==> src/rtl/layout_pkg.sv <==
package layout_pkg;

  typedef enum logic [1:0] {
    ESZ_1B = 2'd0,
    ESZ_2B = 2'd1,
    ESZ_4B = 2'd2,
    ESZ_4X = 2'd3
  } esize_e;

  typedef struct packed {
    logic [2:0] bits;
    logic [4:0] base;
    logic [4:0] shift;
  } swz_cfg_t;

  function automatic logic [1:0] esize_shamt(input logic [1:0] code);
    logic [1:0] r;
    case (code)
      ESZ_1B:  r = 2'd0;
      ESZ_2B:  r = 2'd1;
      default: r = 2'd2;
    endcase
    return r;
  endfunction

endpackage

==> src/rtl/layout_odometer.sv <==
module layout_odometer #(
  parameter int NMODES = 4,
  parameter int CW     = 16
) (
  input  logic                        clk,
  input  logic                        rst_n,
  input  logic                        launch,
  input  logic                        advance,
  input  logic [NMODES-1:0][CW-1:0]   extent,
  output logic [NMODES-1:0][CW-1:0]   coord,
  output logic                        busy,
  output logic                        last
);

  logic [NMODES-1:0][CW-1:0] coord_d;
  logic                      busy_d;
  logic [NMODES-1:0]         at_top;

  for (genvar g = 0; g < NMODES; g++) begin : g_top
    assign at_top[g] = (coord[g] == (extent[g] - 1'b1));
  end

  assign last = &at_top;

  always_comb begin
    logic carry;
    coord_d = coord;
    busy_d  = busy;
    carry   = advance;
    for (int i = 0; i < NMODES; i++) begin
      if (carry) begin
        if (at_top[i]) begin
          coord_d[i] = '0;
        end else begin
          coord_d[i] = coord[i] + 1'b1;
          carry      = 1'b0;
        end
      end
    end
    if (launch && !busy) begin
      busy_d  = 1'b1;
      coord_d = '0;
    end else if (advance && last) begin
      busy_d  = 1'b0;
    end
  end

  always_ff @(posedge clk or negedge rst_n) begin
    if (!rst_n) begin
      busy  <= 1'b0;
      coord <= '0;
    end else begin
      if ((launch && !busy) || advance) begin
        coord <= coord_d;
      end
      busy <= busy_d;
    end
  end

  for (genvar g = 0; g < NMODES; g++) begin : g_chk
    p_coord_in_range_r2: assert property (@(posedge clk) disable iff (!rst_n)
      busy |-> (coord[g] < extent[g]));
  end

  p_open_at_zero_r7: assert property (@(posedge clk) disable iff (!rst_n)
    $rose(busy) |-> (coord == '0));

  p_hold_without_advance_r6: assert property (@(posedge clk) disable iff (!rst_n)
    (busy && !advance) |=> $stable(coord));

endmodule

==> src/rtl/layout_affine.sv <==
module layout_affine #(
  parameter int NMODES = 4,
  parameter int CW     = 16,
  parameter int AW     = 32
) (
  input  logic [NMODES-1:0][CW-1:0] coord,
  input  logic [NMODES-1:0][AW-1:0] stride,
  input  logic [1:0]                esize,
  output logic [AW-1:0]             byte_off
);
  import layout_pkg::*;

  logic [NMODES-1:0][AW-1:0] term;
  logic [AW-1:0]             elem_off;

  for (genvar g = 0; g < NMODES; g++) begin : g_term
    assign term[g] = AW'(coord[g]) * stride[g];
  end

  always_comb begin
    elem_off = '0;
    for (int i = 0; i < NMODES; i++) begin
      elem_off = elem_off + term[i];
    end
  end

  assign byte_off = elem_off << esize_shamt(esize);

endmodule

==> src/rtl/layout_swizzle.sv <==
module layout_swizzle #(
  parameter int AW = 32
) (
  input  logic                  clk,
  input  logic                  rst_n,
  input  logic                  active,
  input  layout_pkg::swz_cfg_t  cfg,
  input  logic [AW-1:0]         addr_in,
  output logic [AW-1:0]         addr_out
);

  logic [5:0]    src_pos;
  logic [AW-1:0] field_mask;
  logic [AW-1:0] field;
  logic [AW-1:0] keep_mask;

  assign src_pos    = {1'b0, cfg.base} + {1'b0, cfg.shift};
  assign field_mask = (AW'(1) << cfg.bits) - AW'(1);
  assign field      = (addr_in >> src_pos) & field_mask;
  assign addr_out   = addr_in ^ (field << cfg.base);
  assign keep_mask  = ~(field_mask << cfg.base);

  p_swz_field_only_r5: assert property (@(posedge clk) disable iff (!rst_n)
    active |-> (((addr_out ^ addr_in) & keep_mask) == '0));

  p_swz_off_identity_r4: assert property (@(posedge clk) disable iff (!rst_n)
    (active && cfg.bits == 3'd0) |-> (addr_out == addr_in));

endmodule

==> src/rtl/layout_addr_gen.sv <==
module layout_addr_gen #(
  parameter int NMODES = 4,
  parameter int CW     = 16,
  parameter int AW     = 32
) (
  input  logic                        clk,
  input  logic                        rst_n,
  input  logic [NMODES-1:0][CW-1:0]   cfg_extent,
  input  logic [NMODES-1:0][AW-1:0]   cfg_stride,
  input  logic [1:0]                  cfg_esize,
  input  logic [2:0]                  cfg_swz_bits,
  input  logic [4:0]                  cfg_swz_base,
  input  logic [4:0]                  cfg_swz_shift,
  input  logic                        start,
  output logic                        out_valid,
  input  logic                        out_ready,
  output logic [AW-1:0]               out_offset,
  output logic [NMODES-1:0][CW-1:0]   out_coord,
  output logic                        done
);
  import layout_pkg::*;

  logic [NMODES-1:0][CW-1:0] ext_q, ext_d;
  logic [NMODES-1:0][AW-1:0] stride_q;
  logic [1:0]                esize_q;
  swz_cfg_t                  swz_q, swz_d;
  logic                      done_q, done_d;

  logic                      busy;
  logic                      last;
  logic                      load;
  logic                      advance;
  logic [NMODES-1:0][CW-1:0] coord;
  logic [AW-1:0]             lin_byte;

  assign load    = start && !busy;
  assign advance = busy && out_ready;

  always_comb begin
    for (int i = 0; i < NMODES; i++) begin
      ext_d[i] = (cfg_extent[i] == '0) ? CW'(1) : cfg_extent[i];
    end
    swz_d.bits  = cfg_swz_bits;
    swz_d.base  = cfg_swz_base;
    swz_d.shift = cfg_swz_shift;
    done_d = done_q;
    if (load) begin
      done_d = 1'b0;
    end else if (advance && last) begin
      done_d = 1'b1;
    end
  end

  always_ff @(posedge clk or negedge rst_n) begin
    if (!rst_n) begin
      ext_q    <= '0;
      stride_q <= '0;
      esize_q  <= '0;
      swz_q    <= '0;
      done_q   <= 1'b0;
    end else begin
      if (load) begin
        ext_q    <= ext_d;
        stride_q <= cfg_stride;
        esize_q  <= cfg_esize;
        swz_q    <= swz_d;
      end
      done_q <= done_d;
    end
  end

  layout_odometer #(.NMODES(NMODES), .CW(CW)) odo_i (
    .clk     (clk),
    .rst_n   (rst_n),
    .launch  (load),
    .advance (advance),
    .extent  (ext_q),
    .coord   (coord),
    .busy    (busy),
    .last    (last)
  );

  layout_affine #(.NMODES(NMODES), .CW(CW), .AW(AW)) aff_i (
    .coord    (coord),
    .stride   (stride_q),
    .esize    (esize_q),
    .byte_off (lin_byte)
  );

  layout_swizzle #(.AW(AW)) swz_i (
    .clk      (clk),
    .rst_n    (rst_n),
    .active   (busy),
    .cfg      (swz_q),
    .addr_in  (lin_byte),
    .addr_out (out_offset)
  );

  assign out_valid = busy;
  assign out_coord = coord;
  assign done      = done_q;

  p_done_not_valid_r8: assert property (@(posedge clk) disable iff (!rst_n)
    done |-> !out_valid);

  p_stall_holds_r6: assert property (@(posedge clk) disable iff (!rst_n)
    (out_valid && !out_ready) |=> (out_valid && $stable(out_offset) && $stable(out_coord)));

  p_busy_start_ignored_r9: assert property (@(posedge clk) disable iff (!rst_n)
    (out_valid && start) |=> ($stable(stride_q) && $stable(ext_q) && $stable(swz_q)));

endmodule

==> config.mk <==
export PLATFORM = sky130hd
export DESIGN_NAME = layout_addr_gen
export DESIGN_NICKNAME = d
export VERILOG_FILES = /design/src/rtl/layout_pkg.sv /design/src/rtl/layout_odometer.sv /design/src/rtl/layout_affine.sv /design/src/rtl/layout_swizzle.sv /design/src/rtl/layout_addr_gen.sv
export SDC_FILE = /design/constraint.sdc
export NUM_CORES = 2
export LEC_CHECK = 0
export ABC_CLOCK_PERIOD_IN_PS = 12650
export BUFFER_PORTS_ARGS = -buffer_cell sky130_fd_sc_hd__buf_4
export CAP_MARGIN = 10
export CORE_ASPECT_RATIO = 0.6
export CORE_MARGIN = 2
export CORE_UTILIZATION = 53
export DETAILED_ROUTE_END_ITERATION = 16
export GPL_TIMING_DRIVEN = 0
export PLACE_DENSITY = 0.73
export SLEW_MARGIN = 20
export SYNTH_ARGS = -nofsm -noshare
export SYNTH_HDL_FRONTEND = slang
export SYNTH_SLANG_ARGS = --single-unit
==> constraint.sdc <==
create_clock -name clk -period 12.65 [get_ports clk]
set_input_delay 1.265 -clock clk [delete_from_list [all_inputs] [get_ports clk]]
set_output_delay 1.265 -clock clk [all_outputs]
set_load 0.1 [all_outputs]
==> metrics.md <==
| Metric | Value |
|---|---|
| WS Path Type | `reg2out` |
| Synth async-reset ratio | `100.0%` |
| Maxcap violations | `0` |
| Yosys top cell area share | `41.82%` |
| Worst-skew pair later-pin latency | `630 ps` |
| Die area | `127800 um^2` |
| CP max stage delay | `720 ps` |
| Pwr dens | `72.38 nW/um^2` |
| First-pass GRT wire length | `405800 um` |
| Clock Sinks | `273` |
| Post-synthesis sequential area ratio | `10.32%` |
| Worst r2r path cells | `17` |
| CTS tree | `yes` |
| Leakage power | `38.30 nW` |
| Die Wd | `460.3 um` |
| Die height | `277.8 um` |
| Post-route ant nets | `0` |
| Placer Congestion | `1.108` |
| Max Slew Vio Count | `0` |
| IO Count | `309` |
| H-tree Lvls | `2` |
| Setup TNS | `-28620 ps` |
| Tot GR Track Use | `44.31%` |
| Hold Crit Start | `stride_q[127]` |
| Vias in the first global route | `58990` |
| Crit. End Element | `output pin` |
| DR iter-0 viols | `7161` |
| Crit path top cell by count | `fa_1` |
| Synthesized area per cell | `8.592 um^2` |
| Ys Warns | `0` |
| Slew HR | `12.20%` |
| Placed wire-length estimate | `234900 um` |
| Setup crit start | `odo_i.coord[53]` |
| Layout area overhead | `19.48%` |
| CP max stage cell | `fa_2` |
| Clk slew on worst S/H paths | `70 ps` |
| Status | `finished, violations left` |
| Num CTS Buffers | `35` |
| Failing checks | `setup timing` |
| RSZ-0062 raised after global routing | `yes` |
| Root Driver | `clkbuf_16` |
| Vias | `59130` |
| Worst Setup Start Kind | `flop` |
| # port buffers | `308` |
| Crit-path max FO | `6` |
| Fin crit share | `108.7%` |
| WL/cell | `28.01 um` |
| WL final | `280000 um` |
| Top_reg_cell synth | `dfrtp_1` |
| Largest net degree at the start of global routing | `91` |
| Crit path to | `out_offset[30]` |
| Syn nets | `9509` |
| Post-Place Setup Slack | `-2913 ps` |
| Pre-antenna DRT Iters | `6` |
| Ratio of cells with drive above 1 in the final layout | `18.64%` |
| Dominant cells by area after synthesis | `fa_1 42%, dfrtp_1 10%, nand2_1 9.1%` |
| Synthesized cell area | `66200 um^2` |
| Post-route setup slack | `-1100 ps` |
| Clock Path Buffers | `3` |
| Crit path required time | `11390 ps` |
| Synth area leader | `fa_1` |
| Final Skew | `17.61 ps` |
| Reg2Reg Setup Slack | `6790 ps` |
| Reg-to-Reg End | `odo_i.coord[63]` |
| Rows | `100` |
| DRC violations left | `0` |
| Vias/cell | `5.915` |
| Netlist cell types | `125` |
| Fin nets | `10080` |
| Most frequent cells in the layout | `1587 x nand2_1, 1430 x inv_1, 1345 x fa_1, 707 x and2_1, 537 x buf_4` |
| Reg-to-reg startpoint | `ext_q[0]` |
| Final hold vios | `0` |
| Core area | `124000 um^2` |
| Cells after Synth | `7705` |
| HP Class | `reg2reg` |
| Worst-margin pin slew | `1317 ps` |
| Commonest non-fill, non-tap cell in the layout | `nand2_1` |
| Post-synth EDFFs | `0` |
| Crit path arrival time | `12480 ps` |
| FMAX | `72.73 MHz` |
| Initial antenna violation count | `17` |
| Tmin final | `13750 ps` |
| Peak supply drop | `0.2064 mV` |
| Total grt overflow | `0` |
| Initial Util | `53.39%` |
| Yosys reg bits | `273` |
| Final setup fails | `32` |
[report_power, final]
part	switching [W]	internal, W	total (W)
logic	0.00228	0.00131	0.00359
clock network	0.000517	0.000622	0.00114
registers	0.0000824	0.000914	0.000996
[Yosys cell counts (all sizes together), types with 17 or more instances]
cell / n
o22ai: 18
nand3: 56
nor4: 36
nand2: 1603
ha: 210
mux2i: 52
o21ai: 171
and3: 48
o211ai: 30
o31ai: 17
xor2: 80
or3: 22
dfrtp: 273
clkbuf: 440
a221oi: 17
and2: 728
nand2b: 24
inv: 1466
nor2: 208
buf: 35
a21o: 27
a21oi: 102
a31oi: 35
nor3: 74
a211oi: 33
nand4: 35
fa: 1383
xnor2: 185
[cells by family after synthesis]
logic type	synth area share, %
multiplexers	1.442
AO/OA/AOI/OAI	6.795
AND/OR/NAND/NOR	20.66
adder cells (fa/ha/maj)	45.79
buffers and inverters	11.44
flip-flops	10.32
XOR/XNOR	3.553
[critical path, delay by kind of cell, from the launching register on]
kind	cells	cell delay (ps)
multiplexers	3	1350
buffers and inverters	8	690
XOR/XNOR	1	220
flip-flops	1	570
AO/OA/AOI/OAI	7	1950
adder cells (fa/ha/maj)	11	5780
AND/OR/NAND/NOR	6	1220
[worst min path at each step]
stage / cells past startpoint / slack, ps / endpoint
after global routing: 2 / 500 / stride_q[31]
after global placement: 2 / 460 / stride_q[127]
after detailed placement: 2 / 460 / stride_q[127]
after CTS: 2 / 480 / stride_q[127]
after floorplan: 2 / 450 / stride_q[127]
final: 2 / 480 / stride_q[127]
[sequential cells by signal, summed over array words and instances (netlist names)]
| register | cells |
|---|---|
| odo_i.coord | 64 |
| swz_q | 13 |
| odo_i.busy | 1 |
| esize_q | 2 |
| done | 1 |
| stride_q | 128 |
| ext_q | 64 |
[metrics by stage]
| stage | power, W | util [%] | cell area [um^2] | cells | hold WS (ps) |
|---|---|---|---|---|---|
| 2_1_floorplan | 0.002758 | - | 66690 | 7705 | 446.0 |
| 3_3_place_gp | 0.003728 | 57.35 | 71100 | 9696 | 459.3 |
| 3_5_place_dp | 0.003728 | 57.53 | 71330 | 9704 | 463.4 |
| 4_1_cts | 0.005404 | 62.51 | 77500 | 9920 | 480.7 |
| 5_1_grt | 0.005880 | 63.78 | 79080 | 9991 | 500.4 |
| 6_report | 0.005725 | 63.79 | 79100 | 9997 | 479.6 |
[layout make-up]
type,count,area [um^2]
multi-input cells,5490,54640
fillers,10510,44900
flip-flops and latches,273,7030
inverters,1467,5520
repair buffers,600,5205
plain buffers,412,3357
well taps,1683,2106
clock buffers,43,935.9
clock inverters,21,279.0
diodes,8,20.02
[routing by layer]
metal | track usage, % | vias to the layer above | part of all wire (%)
met5 | 0.6754 | - | 0.17
met4 | 15.18 | 14 | 4.4
met3 | 22.06 | 559 | 17
met2 | 57.46 | 3960 | 38
met1 | 63.28 | 30260 | 40
li1 | - | 24340 | -
[what timing repair did]
action / CTS / global route
hold buffers: 0 / 0
setup endpoints to repair: 32 / 32
gates resized for setup: 1018 / 255
buffers inserted: 213 / 72
pin swaps: 145 / 117
gates cloned: 0 / 2
(Power assumes the default switching activity.)
